==> config.mk <==
export PLATFORM = sky130hd
export DESIGN_NAME = bitser_alu
export DESIGN_NICKNAME = d
export VERILOG_FILES = /design/src/rtl/bitser_pkg.sv /design/src/rtl/bitser_stage.sv /design/src/rtl/bitser_seq.sv /design/src/rtl/bitser_slice.sv /design/src/rtl/bitser_alu.sv
export SDC_FILE = /design/constraint.sdc
export NUM_CORES = 1
export LEC_CHECK = 0
export CAP_MARGIN = 20
export CORE_MARGIN = 10
export CORE_UTILIZATION = 45
export DETAILED_ROUTE_END_ITERATION = 10
export PLACE_DENSITY = 0.73
export SLEW_MARGIN = 30
export SYNTH_ARGS = -nofsm -noshare
export SYNTH_HDL_FRONTEND = slang
export SYNTH_SLANG_ARGS = --single-unit
==> constraint.sdc <==
create_clock -name clk -period 3.8 [get_ports clk]
set_input_delay 0.76 -clock clk [delete_from_list [all_inputs] [get_ports clk]]
set_output_delay 0.76 -clock clk [all_outputs]
set_load 0.1 [all_outputs]
==> src/rtl/bitser_pkg.sv <==
package bitser_pkg;

  typedef enum logic [4:0] {
    OP_ADD  = 5'd0,
    OP_ADC  = 5'd1,
    OP_SUB  = 5'd2,
    OP_SBC  = 5'd3,
    OP_INC  = 5'd4,
    OP_DEC  = 5'd5,
    OP_AND  = 5'd6,
    OP_OR   = 5'd7,
    OP_XOR  = 5'd8,
    OP_COM  = 5'd9,
    OP_NEG  = 5'd10,
    OP_LSL  = 5'd11,
    OP_LSR  = 5'd12,
    OP_ROL  = 5'd13,
    OP_ROR  = 5'd14,
    OP_ASR  = 5'd15,
    OP_REV  = 5'd16,
    OP_SETF = 5'd17,
    OP_CLRF = 5'd18
  } alu_op_e;

  typedef enum logic [1:0] {
    ST_IDLE = 2'd0,
    ST_LOAD = 2'd1,
    ST_RUN  = 2'd2
  } seq_state_e;

  // one-bit full adder, sum half
  function automatic logic fa_sum(input logic x, input logic y, input logic c);
    return x ^ y ^ c;
  endfunction

  // one-bit full adder, carry half
  function automatic logic fa_carry(input logic x, input logic y, input logic c);
    return (x & y) | (c & (x ^ y));
  endfunction

  // carry loaded into the slice before bit 0
  function automatic logic carry_seed(input alu_op_e op, input logic f);
    case (op)
      OP_ADC:                    return f;
      OP_SBC:                    return ~f;
      OP_SUB, OP_INC, OP_NEG:    return 1'b1;
      default:                   return 1'b0;
    endcase
  endfunction

  function automatic logic is_flag_op(input alu_op_e op);
    return (op == OP_SETF) || (op == OP_CLRF);
  endfunction

endpackage

==> src/rtl/bitser_stage.sv <==
// Operand staging: NSRC serial lines, each gathered into a W-bit word,
// bit 0 first (shifted in at the top, so bit 0 ends at index 0).
module bitser_stage #(
  parameter int W    = 16,
  parameter int NSRC = 2
) (
  input  logic                     clk,
  input  logic                     rst_n,
  input  logic                     shift_en,
  input  logic [NSRC-1:0]          din,
  output logic [NSRC-1:0][W-1:0]   word
);
  for (genvar s = 0; s < NSRC; s++) begin : g_src
    always_ff @(posedge clk or negedge rst_n) begin
      if (!rst_n)        word[s] <= '0;
      else if (shift_en) word[s] <= {din[s], word[s][W-1:1]};
    end
  end
endmodule

==> src/rtl/bitser_seq.sv <==
// Phase sequencer: idle -> gather W bits -> run W slice steps -> idle.
module bitser_seq
  import bitser_pkg::*;
#(
  parameter int W  = 16,
  parameter int CW = $clog2(W)
) (
  input  logic          clk,
  input  logic          rst_n,
  input  logic          start,
  input  logic          flag_req,
  output logic          accept,
  output logic          load_en,
  output logic          run_begin,
  output logic          run_step,
  output logic          last_step,
  output logic          busy,
  output logic [CW-1:0] cnt
);
  localparam logic [CW-1:0] LASTIDX = CW'(W - 1);

  seq_state_e state;

  assign accept    = (state == ST_IDLE) && start && !flag_req;
  assign load_en   = accept || (state == ST_LOAD);
  assign run_begin = (state == ST_LOAD) && (cnt == LASTIDX);
  assign run_step  = (state == ST_RUN);
  assign last_step = run_step && (cnt == LASTIDX);
  assign busy      = (state != ST_IDLE);

  always_ff @(posedge clk or negedge rst_n) begin
    if (!rst_n) begin
      state <= ST_IDLE;
      cnt   <= '0;
    end else begin
      case (state)
        ST_IDLE: if (accept) begin
          state <= ST_LOAD;
          cnt   <= CW'(1);
        end
        ST_LOAD: if (cnt == LASTIDX) begin
          state <= ST_RUN;
          cnt   <= '0;
        end else begin
          cnt <= cnt + CW'(1);
        end
        ST_RUN: if (cnt == LASTIDX) begin
          state <= ST_IDLE;
          cnt   <= '0;
        end else begin
          cnt <= cnt + CW'(1);
        end
        default: begin
          state <= ST_IDLE;
          cnt   <= '0;
        end
      endcase
    end
  end
endmodule

==> src/rtl/bitser_slice.sv <==
// One-bit ALU slice: result bit, next carry and the flag value this
// step would leave if it is the final one.
module bitser_slice
  import bitser_pkg::*;
(
  input  alu_op_e op,
  input  logic    first,
  input  logic    last,
  input  logic    a_here,
  input  logic    a_lo,
  input  logic    a_hi,
  input  logic    a_rev,
  input  logic    a_msb,
  input  logic    a_lsb,
  input  logic    b_here,
  input  logic    carry,
  input  logic    zacc,
  input  logic    flag_cur,
  output logic    r,
  output logic    carry_nx,
  output logic    flag_nx
);
  logic x, y, sum;

  always_comb begin
    x = a_here;
    y = 1'b0;
    case (op)
      OP_ADD, OP_ADC: y = b_here;
      OP_SUB, OP_SBC: y = ~b_here;
      OP_DEC:         y = 1'b1;
      OP_NEG:         x = ~a_here;
      default:        y = 1'b0;
    endcase
    sum      = fa_sum(x, y, carry);
    carry_nx = fa_carry(x, y, carry);
  end

  always_comb begin
    case (op)
      OP_ADD, OP_ADC, OP_SUB, OP_SBC,
      OP_INC, OP_DEC, OP_NEG: r = sum;
      OP_AND: r = a_here & b_here;
      OP_OR:  r = a_here | b_here;
      OP_XOR: r = a_here ^ b_here;
      OP_COM: r = ~a_here;
      OP_LSL: r = first ? 1'b0 : a_lo;
      OP_ROL: r = first ? flag_cur : a_lo;
      OP_LSR: r = last ? 1'b0 : a_hi;
      OP_ROR: r = last ? flag_cur : a_hi;
      OP_ASR: r = last ? a_here : a_hi;
      OP_REV: r = a_rev;
      default: r = a_here;
    endcase
  end

  always_comb begin
    case (op)
      OP_ADD, OP_ADC, OP_INC:  flag_nx = carry_nx;
      OP_SUB, OP_SBC, OP_DEC:  flag_nx = ~carry_nx;
      OP_AND, OP_OR, OP_XOR,
      OP_COM, OP_NEG:          flag_nx = zacc & ~r;
      OP_LSL, OP_ROL:          flag_nx = a_msb;
      OP_LSR, OP_ROR, OP_ASR:  flag_nx = a_lsb;
      default:                 flag_nx = flag_cur;
    endcase
  end
endmodule

==> src/rtl/bitser_alu.sv <==
module bitser_alu
  import bitser_pkg::*;
#(
  parameter int W = 16
) (
  input  logic       clk,
  input  logic       rst_n,
  input  logic       start,
  input  logic [4:0] op,
  input  logic       a_bit,
  input  logic       b_bit,
  output logic       res_bit,
  output logic       res_valid,
  output logic       flag,
  output logic       busy
);
  localparam int CW = $clog2(W);
  localparam logic [CW-1:0] LASTIDX = CW'(W - 1);

  alu_op_e op_in, op_q;
  assign op_in = alu_op_e'(op);

  logic          accept, load_en, run_begin, run_step, last_step;
  logic [CW-1:0] cnt;
  logic          flag_req;
  assign flag_req = is_flag_op(op_in);

  bitser_seq #(.W(W), .CW(CW)) u_seq (
    .clk(clk), .rst_n(rst_n), .start(start), .flag_req(flag_req),
    .accept(accept), .load_en(load_en), .run_begin(run_begin),
    .run_step(run_step), .last_step(last_step), .busy(busy), .cnt(cnt)
  );

  logic [1:0][W-1:0] words;
  logic [W-1:0]      a_w, b_w;

  bitser_stage #(.W(W), .NSRC(2)) u_stage (
    .clk(clk), .rst_n(rst_n), .shift_en(load_en),
    .din({b_bit, a_bit}), .word(words)
  );
  assign a_w = words[0];
  assign b_w = words[1];

  // operand taps for the current step
  logic first, a_here, a_lo, a_hi, a_rev, b_here;
  assign first  = (cnt == '0);
  assign a_here = a_w[cnt];
  assign a_lo   = first ? 1'b0 : a_w[cnt - CW'(1)];
  assign a_hi   = (cnt == LASTIDX) ? 1'b0 : a_w[cnt + CW'(1)];
  assign a_rev  = a_w[LASTIDX - cnt];
  assign b_here = b_w[cnt];

  logic carry, zacc, slice_r, carry_nx, flag_nx;

  bitser_slice u_slice (
    .op(op_q), .first(first), .last(cnt == LASTIDX),
    .a_here(a_here), .a_lo(a_lo), .a_hi(a_hi), .a_rev(a_rev),
    .a_msb(a_w[W-1]), .a_lsb(a_w[0]), .b_here(b_here),
    .carry(carry), .zacc(zacc), .flag_cur(flag),
    .r(slice_r), .carry_nx(carry_nx), .flag_nx(flag_nx)
  );

  always_ff @(posedge clk or negedge rst_n) begin
    if (!rst_n) begin
      op_q      <= OP_ADD;
      carry     <= 1'b0;
      zacc      <= 1'b1;
      flag      <= 1'b0;
      res_bit   <= 1'b0;
      res_valid <= 1'b0;
    end else begin
      if (accept) op_q <= op_in;

      if (run_begin) begin
        carry <= carry_seed(op_q, flag);
        zacc  <= 1'b1;
      end else if (run_step) begin
        carry <= carry_nx;
        zacc  <= zacc & ~slice_r;
      end

      if (!busy && start && op_in == OP_SETF)      flag <= 1'b1;
      else if (!busy && start && op_in == OP_CLRF) flag <= 1'b0;
      else if (last_step)                          flag <= flag_nx;

      res_bit   <= run_step ? slice_r : 1'b0;
      res_valid <= run_step;
    end
  end
endmodule

==> results of run 1 <==
cell usage after synthesis (7+ instances only):
library cell,count
clkbuf_1,9
mux4_2,13
nand3_1,7
ha_1,9
nor2_1,16
inv_1,16
dfrtp_1,47
o21ai_0,9
nand2_1,21
buf_2,9
mux2i_1,16
mux2_2,37
a21oi_1,9
worst register-to-register path, stage by stage, from the launching register on:
cell and delay (ps):
dfrtp_1 520, buf_4 260, mux2_2 360, or3_1 320, nand4_1 120, and2_1 160
inv_1 70, xnor2_1 140, fa_1 510, a211o_1 90, a21oi_1 40, nor3_1 240
nand3_2 120, a311o_1 330, o211ai_1 160
flip-flops by register name, summed over array words and instances (netlist names):
signal,count
zacc,1
flag,1
res_bit,1
u_stage.word,32
op_q,5
u_seq.state,2
res_valid,1
u_seq.cnt,4
carry,1
power groups by stage:
stage	clock network [mW]	logic [mW]	registers (mW)
after detailed placement	0	1.87	1.10
final	0.315	1.88	1.10
after floorplan	0	1.66	0.894
after global routing	0.346	2.06	1.14
after global placement	0	1.82	1.09
after CTS	0.328	1.88	1.09
final cells by class:
| cell class | count | area (µm²) |
|---|---|---|
| Clock buffer | 6 | 82.58 |
| Multi-Input combinational cell | 224 | 1968 |
| Clock inverter | 2 | 10.01 |
| Fill cell | 684 | 3590 |
| Tap cell | 99 | 123.9 |
| Timing Repair Buffer | 20 | 177.7 |
| Inverter | 16 | 60.06 |
| Sequential cell | 48 | 1202 |
layer usage:
layer	GRT usage	up-vias
met1	0.1659	1223
li1	-	1174
met3	0.02717	12
met5	0	-
met2	0.1939	60
met4	0.05416	0
how the worst max path moves through the flow:
| stage | from | endpoint | slack, ps | depth (start not counted) |
|---|---|---|---|---|
| 2_1_floorplan | u_seq.cnt[1] | flag | 470 | 13 |
| 3_3_place_gp | u_seq.cnt[0] | flag | 450 | 14 |
| 3_5_place_dp | u_seq.cnt[0] | zacc | 340 | 14 |
| 4_1_cts | u_seq.cnt[0] | zacc | 290 | 14 |
| 5_1_grt | u_seq.cnt[0] | flag | 3 | 14 |
| 6_report | u_seq.cnt[0] | zacc | 290 | 14 |
cells by family after synthesis:
| logic type | Yosys count | synth area share |
|---|---|---|
| simple gates | 79 | 0.1196 |
| mux | 69 | 0.2852 |
| compound gates | 57 | 0.1226 |
| flops | 48 | 0.3616 |
| buf+inv | 37 | 0.04740 |
| fa+ha+maj | 10 | 0.03988 |
| xor+xnor | 9 | 0.02370 |
per-stage QoR:
step,setup WS [ps],hold WS (ps),utilization,area (µm²)
after global placement,446.1,496.0,0.4892,3530
after detailed placement,336.8,502.2,0.4896,3532
after CTS,290.7,487.4,0.5024,3625
after floorplan,465.5,464.4,-,3326
final,289.1,453.0,0.5024,3625
after global routing,2.597,515.6,0.5024,3625
==> results.md, run 1 <==
* N_diodes at 0
* Distinct cells, synth at 55
* Final setup TNS at 0 ps
* Worst-skew pair later-pin latency at 300 ps
* Most frequent cells in the layout: dfrtp_1, mux2_2, nand2_1, inv_1, mux2i_1
* CTS tree: done
* Fmax achieved at 284.8 MHz
* Critical path fanouts, max at 11
* # setup viols final at 0
* R2R Path End: zacc
* Global Route Usage Sum at 0.1255
* R2R setup slack at 290 ps
* Hold Fails Final Rpt at 0
* CTS hold repair buffers at 0
* Antenna viol nets, final at 0
* Cell Chain, Critical Path: buf_4 > mux2_2 > or3_1 > nand4_1 > and2_1 > inv_1 > xnor2_1 > fa_1 > a211o_1 > a21oi_1 > nor3_1 > nand3_2 > a311o_1 > o211ai_1
* Total clock buffers created by CTS at 5
* Die Ht at 106.0 µm
* Post-synth EDFFs at 0
* Warnings from Yosys at 0
* Gp weighted congestion at 0.8693
* Final total power at 3.296 mW
* Post-synthesis register bit count at 48
* Reg-to-Reg Start: u_seq.cnt[0]
* Residual DRC count at 0
* Internal at 1.894 mW
* Core area at 0.007214 mm²
* HPWL after DPL at 5134 µm
* Reg power frac at 0.333
* First-pass iteration count of the detailed router at 4
* Post-CTS setup buffer count at 0
* Kind of critical path: reg -> reg
* Met1 WL at 3149 µm
* DRT iter0 DRCs at 195
* Initial Utilization at 0.4610
* CTS clk-pin slew, worst paths at 90 ps
* CP delay by family, top: simple AND/OR/NAND/NOR gates
* Ranking of synthesized cells by area: dfrtp_1, mux2_2, mux4_2
* Maximum vdd ir drop at 373.8 µV
* Hold Path Class: in -> async
* Top_reg_cell synth: dfrtp_1
* Share of layout cells above drive strength 1 at 0.2342
* Reg2Reg Depth at 14
* Critical path's largest stage delay at 520 ps
* Final WL at 7005 µm
* CTS H-Tree Depth at 2
* Fin crit share at 0.9239
* Synth Area per Inst at 10.76 µm²
* WL/cell at 16.88 µm
* Vias per cell at 5.949
* MaxCap Viol Count at 0
* Critical-path top delay cell: dfrtp_1
* # IOs at 14
* Clock skew at 6.061 ps
* Clk sinks at 48
* Actual slew at the worst max-slew pin at 969.1 ps
* CTS max path bufs at 2
* Comb pwr share at 0.571
* Clk root buf: clkbuf_8
* First-pass GRT wire length at 11750 µm
* Critical path startpoint category: flop
* DP Cell Count at 407
* Asr flop ratio synth at 1.000
* Met2 wire len at 3291 µm
* Slew Viols, Final at 0
* Unrepaired setup endpoints after global routing: false
* Routed wl met3 at 391 µm
* Share of Yosys cell area claimed by the top area cell type at 0.3536
* Routed via count at 2469
* Largest area contributor in the netlist: dfrtp_1
* Synthesized area at 0.003326 mm²
* Die Width at 106.0 µm
* CP arrival at 3740 ps
* Rows at 31
* Final #Nets at 335
* Die ar. at 0.01123 mm²
* Post-synth net total at 329
* GRT overflow at 0
* WP data required at 4030 ps
* Critical path capture point type: flop
* Leading cell type in the layout, fill and taps excluded: dfrtp_1
* Outcome: finished clean
* Sw frac at 0.4253
* I/O Buffers at 13
* Initial antenna violation count at 0
* P_leak at 1.457 nW
* Max layer used: met4
* Non-filler cells, final at 415
* Post-cts gate resize count at 0
* Fin crit period at 3511 ps
* Seq/Total Area, Yosys at 0.3616
* Slew HR at 0.3519
* Pin count of the biggest net entering global routing at 49
* PwrDens at 909.4 mW/mm²
* P_sw at 1.402 mW
* Crit path buffers/inverters at 2
* Area Overhead vs Synth at 8.992%
* Vias in the first global route at 2334
* Clk pwr share at 0.096
* Post-synthesis cell count at 309
No activity file was read; power rests on OpenSTA's default activity.
==> run 2: changes to the inputs <==
- CTS_CLUSTER_SIZE: default -> 20
- SLEW_MARGIN: 30 -> default
==> run 2 against run 1 <==
Effect of this change: sequential share of layout area shrank 0.16 points; flip-flop and latch count is the same; register-to-register slack gained 20 ps; maximum frequency grew 0.44%; clock skew is essentially flat; via count shrank 1.4%; design area grew 0.48%; clock-buffer cell count is the same.
==> results.md, run 2 (synthesis gave the netlist of run 1 again) <==
* Critical path fanouts, max at 11
* # IOs at 14
* Final #Nets at 336
* Vias per cell at 5.851
* Post-CTS setup buffer count at 0
* Hold Fails Final Rpt at 0
* N_diodes at 0
* CTS H-Tree Depth at 2
* Critical-path top delay cell: dfrtp_1
* Share of layout cells above drive strength 1 at 0.2366
* Initial antenna violation count at 0
* Comb pwr share at 0.571
* Kind of critical path: reg -> reg
* Clk pwr share at 0.096
* Sw frac at 0.4249
* Global Route Usage Sum at 0.1247
* Fmax achieved at 286.1 MHz
* # setup viols final at 0
* Area Overhead vs Synth at 9.518%
* Clk root buf: clkbuf_8
* Initial Utilization at 0.4610
* Residual DRC count at 0
* Biggest register: u_stage.word
* PwrDens at 906.1 mW/mm²
* Rows at 31
* Slew Viols, Final at 0
* Area after DPL at 0.003530 mm²
* WP data required at 4030 ps
* CP arrival at 3730 ps
* Cell Chain, Critical Path: buf_4 > mux2_2 > or3_1 > nand4_1 > and2_1 > inv_1 > xnor2_1 > fa_1 > a211o_1 > a21oi_1 > nor3_1 > nand3_2 > a311o_1 > o211ai_1
* Unrepaired setup endpoints after global routing: false
* Final total power at 3.300 mW
* Fin crit share at 0.9199
* CTS clk-pin slew, worst paths at 90 ps
* Reg power frac at 0.333
* Clk sinks at 48
* Worst-skew pair later-pin latency at 300 ps
* First-pass GRT wire length at 11810 µm
* HPWL after DPL at 5140 µm
* Gp weighted congestion at 0.8693
* Die ar. at 0.01123 mm²
* Outcome: finished clean
* CTS tree: done
* CTS hold repair buffers at 0
* Top flop regs: u_stage.word x32, op_q x5, u_seq.cnt x4
* Hold Path Class: in -> async
* GRT overflow at 0
* Pin count of the biggest net entering global routing at 49
* Total clock buffers created by CTS at 5
* Final setup TNS at 0 ps
* WL/cell at 16.92 µm
* Post-cts gate resize count at 0
* Hold slack final at 416.6 ps
* Maximum vdd ir drop at 370.4 µV
* Post-Layout Inst Area at 0.003642 mm²
* Core area at 0.007214 mm²
* Routed via count at 2434
* Slew HR at 0.3519
* Internal at 1.898 mW
* Reg2Reg Depth at 14
* P_leak at 1.465 nW
* Critical path capture point type: flop
* Leading cell type in the layout, fill and taps excluded: dfrtp_1
* Antenna viol nets, final at 0
* Vias in the first global route at 2348
* Critical path startpoint category: flop
* DRT iter0 DRCs at 145
* Final WL at 7039 µm
* R2R setup slack at 300 ps
* Clock skew at 6.518 ps
* I/O Buffers at 13
* Actual slew at the worst max-slew pin at 969.1 ps
* CTS max path bufs at 2
* Most frequent cells in the layout: dfrtp_1, mux2_2, nand2_1, inv_1, mux2i_1
* P_sw at 1.402 mW
* Die Ht at 106.0 µm
* First-pass iteration count of the detailed router at 4
* R2R Path End: zacc
* Fin crit period at 3496 ps
* Die Width at 106.0 µm
* Reg-to-Reg Start: u_seq.cnt[0]
* Critical path's largest stage delay at 520 ps
* Max reg flops at 32
* MaxCap Viol Count at 0
## run 2: per-layer routing
layer  vias to the layer above  share of wire  global-route usage
met5                         -              0                   0
met4                         0          0.013             0.04062
met3                         7          0.039             0.02114
met2                        51           0.47              0.2014
met1                      1204           0.47              0.1662
li1                       1172              -                   -
## run 2: layout make-up
class / count / area, µm²
clock buffers: 6 / 82.58
clock inverters: 2 / 10.01
fillers: 688 / 3572
inverters: 16 / 60.06
multi-input cells: 224 / 1968
flip-flops and latches: 48 / 1202
well taps: 99 / 123.9
repair buffers: 21 / 195.2
## run 2: power groups by stage
| stage | sequential, mW | combinational, mW | clock (mW) |
|---|---|---|---|
| 2_1_floorplan | 0.894 | 1.66 | 0 |
| 3_3_place_gp | 1.09 | 1.82 | 0 |
| 3_5_place_dp | 1.10 | 1.87 | 0 |
| 4_1_cts | 1.09 | 1.88 | 0.325 |
| 5_1_grt | 1.14 | 2.06 | 0.339 |
| 6_report | 1.10 | 1.88 | 0.316 |
## run 2: worst max-delay path by stage
stage / slack [ps] / startpoint / cells past startpoint / to
2_1_floorplan: 470 / u_seq.cnt[1] / 13 / flag
3_3_place_gp: 450 / u_seq.cnt[0] / 14 / flag
3_5_place_dp: 340 / u_seq.cnt[0] / 14 / zacc
4_1_cts: 290 / u_seq.cnt[0] / 14 / zacc
5_1_grt: 20 / u_seq.cnt[0] / 14 / flag
6_report: 300 / u_seq.cnt[0] / 14 / zacc
## run 2: worst max-delay path: cells and delay by family (launching register included)
family	cells	cell delay (ps)
AO/OA/AOI/OAI	4	620
buffers and inverters	2	330
XOR/XNOR	1	140
flip-flops	1	520
adder cells (fa/ha/maj)	1	520
multiplexers	1	350
AND/OR/NAND/NOR	5	960
## run 2: stage by stage
stage               instances  worst slack, ps    util
global route              416            20.80  0.5049
floorplan                 309            465.5       -
finish                    416            304.5  0.5049
detailed placement        407            335.5  0.4892
CTS                       415            290.8  0.5021
global placement          407            446.1  0.4892
==> run 3: changes to the inputs <==
- CAP_MARGIN: 20 -> default
==> run 3 against run 2 <==
Effect of this change: maximum frequency barely moved; combinational power is essentially flat; final cell count shrank 0.24%; clock-buffer cell count is the same; via count grew 0.21%; register-to-register slack about the same; critical endpoint unchanged; largest cell class unchanged; highest routed layer unchanged.
==> results.md, run 3 (synthesis gave the netlist of run 1 again) <==
* Outcome: finished clean
* WL/cell at 16.98 µm
* Antenna viol nets, final at 0
* GRT overflow at 0
* Final setup TNS at 0 ps
* First-pass GRT wire length at 11810 µm
* Register Area at 0.001202 mm²
* Slew Viols, Final at 0
* Sw frac at 0.4257
* Fin crit period at 3494 ps
* Vias in the first global route at 2348
* Critical path fanouts, max at 11
* CP arrival at 3730 ps
* MaxCap Viol Count at 0
* Clock skew at 7.730 ps
* First-pass iteration count of the detailed router at 4
* Top flop regs: u_stage.word x32, op_q x5, u_seq.cnt x4
* PwrDens at 911.5 mW/mm²
* CTS hold repair buffers at 0
* Max reg flops at 32
* Fmax achieved at 286.2 MHz
* Clk root buf: clkbuf_8
* Area Overhead vs Synth at 8.916%
* Kind of critical path: reg -> reg
* Die ar. at 0.01123 mm²
* Routed via count at 2439
* Biggest register: u_stage.word
* Critical path startpoint category: flop
* CTS tree: done
* Hold Fails Final Rpt at 0
* FILL cells at 690
* Pin count of the biggest net entering global routing at 49
* Internal at 1.896 mW
* Residual DRC count at 0
* Non-filler cells, final at 415
* Critical path's largest stage delay at 520 ps
* Final total power at 3.302 mW
* Most frequent cells in the layout: dfrtp_1, mux2_2, nand2_1, inv_1, mux2i_1
* Actual slew at the worst max-slew pin at 1079 ps
* Final WL at 7045 µm
* N_diodes at 0
* Post-CTS setup buffer count at 0
* # IOs at 14
* Maximum vdd ir drop at 374.5 µV
* DP Cell Count at 407
* Unrepaired setup endpoints after global routing: false
* Post-cts gate resize count at 0
* Initial Utilization at 0.4610
* Clk sinks at 48
* Multi-input logic area at 0.001968 mm²
* WP data required at 4030 ps
* HPWL after DPL at 5140 µm
* Gp weighted congestion at 0.8693
* Share of layout cells above drive strength 1 at 0.2342
* CTS H-Tree Depth at 2
* Crit path buffers/inverters at 2
* Critical path capture point type: flop
* Die Ht at 106.0 µm
* Final #Nets at 335
* CTS clk-pin slew, worst paths at 90 ps
* Global Route Usage Sum at 0.1247
* Initial antenna violation count at 0
* Die Width at 106.0 µm
* # setup viols final at 0
* Rows at 31
* I/O Buffers at 13
* Reg power frac at 0.332
* Leading cell type in the layout, fill and taps excluded: dfrtp_1
* DRT iter0 DRCs at 152
* Total clock buffers created by CTS at 5
* Hold Path Class: reg -> reg
* Critical-path top delay cell: dfrtp_1
* Cell Chain, Critical Path: buf_4 > mux2_2 > or3_1 > nand4_1 > and2_1 > inv_1 > xnor2_1 > fa_1 > a211o_1 > a21oi_1 > nor3_1 > nand3_2 > a311o_1 > o211ai_1
* CP delay by family, top: simple AND/OR/NAND/NOR gates
* P_leak at 1.456 nW
* Fin crit share at 0.9195
* Clk pwr share at 0.096
* Slew HR at 0.2807
* Vias per cell at 5.877
* Core area at 0.007214 mm²
* P_sw at 1.405 mW
* Comb pwr share at 0.572
* Worst-skew pair later-pin latency at 310 ps
* CTS max path bufs at 2
[run 3: changes by cell type in the layout (fill, tap and decap cells not counted)]
cell    delta
buf_12     -1
[run 3: metrics by stage]
stage	hold slack, ps	util	worst slack, ps	cell area, µm²
after detailed placement	502.2	0.4892	335.5	3530
after CTS	514.1	0.5021	290.8	3622
after floorplan	464.4	-	465.5	3326
after global routing	537.7	0.5021	20.80	3622
after global placement	496.0	0.4892	446.1	3530
final	518.2	0.5021	306.0	3622
[run 3: cell type report]
type,instances,area share
Clock buffer,6,0.02280
Clock inverter,2,0.002763
Inverter,16,0.01658
Multi-Input combinational cell,224,0.5434
Sequential cell,48,0.3320
Tap cell,99,0.03420
Timing Repair Buffer,20,0.04836
[run 3: worst paths after layout]
check                                  start               end  slack (ps)  cells after the start
worst max-delay path            u_seq.cnt[0]              zacc         310                     14
worst min-delay path                    zacc              zacc         520                      2
worst max register to register  u_seq.cnt[0]              zacc         310                     14
worst min register to register          zacc              zacc         520                      2
max in group asynchronous              rst_n  u_stage.word[14]        2490                      1
min in group asynchronous              rst_n  u_stage.word[20]         650                      1
[run 3: routing by layer]
| metal | routed length [µm] | vias up | global-route usage | share of wire |
|---|---|---|---|---|
| met4 | 97 | 0 | 0.04062 | 0.014 |
| li1 | - | 1169 | - | - |
| met3 | 263 | 9 | 0.02114 | 0.037 |
| met2 | 3348 | 47 | 0.2014 | 0.48 |
| met5 | 0 | - | 0 | 0 |
| met1 | 3335 | 1214 | 0.1662 | 0.47 |
[run 3: power groups by stage]
| stage | registers (mW) | clock network, mW | logic (mW) |
|---|---|---|---|
| 2_1_floorplan | 0.894 | 0 | 1.66 |
| 3_3_place_gp | 1.09 | 0 | 1.82 |
| 3_5_place_dp | 1.10 | 0 | 1.87 |
| 4_1_cts | 1.09 | 0.325 | 1.88 |
| 5_1_grt | 1.14 | 0.339 | 2.06 |
| 6_report | 1.10 | 0.318 | 1.89 |
[run 3: tightest hold or removal path, cell delays in order (launching register included)]
cell and delay (ps):
dfstp_2 390, nand2_1 50, o211ai_1 80
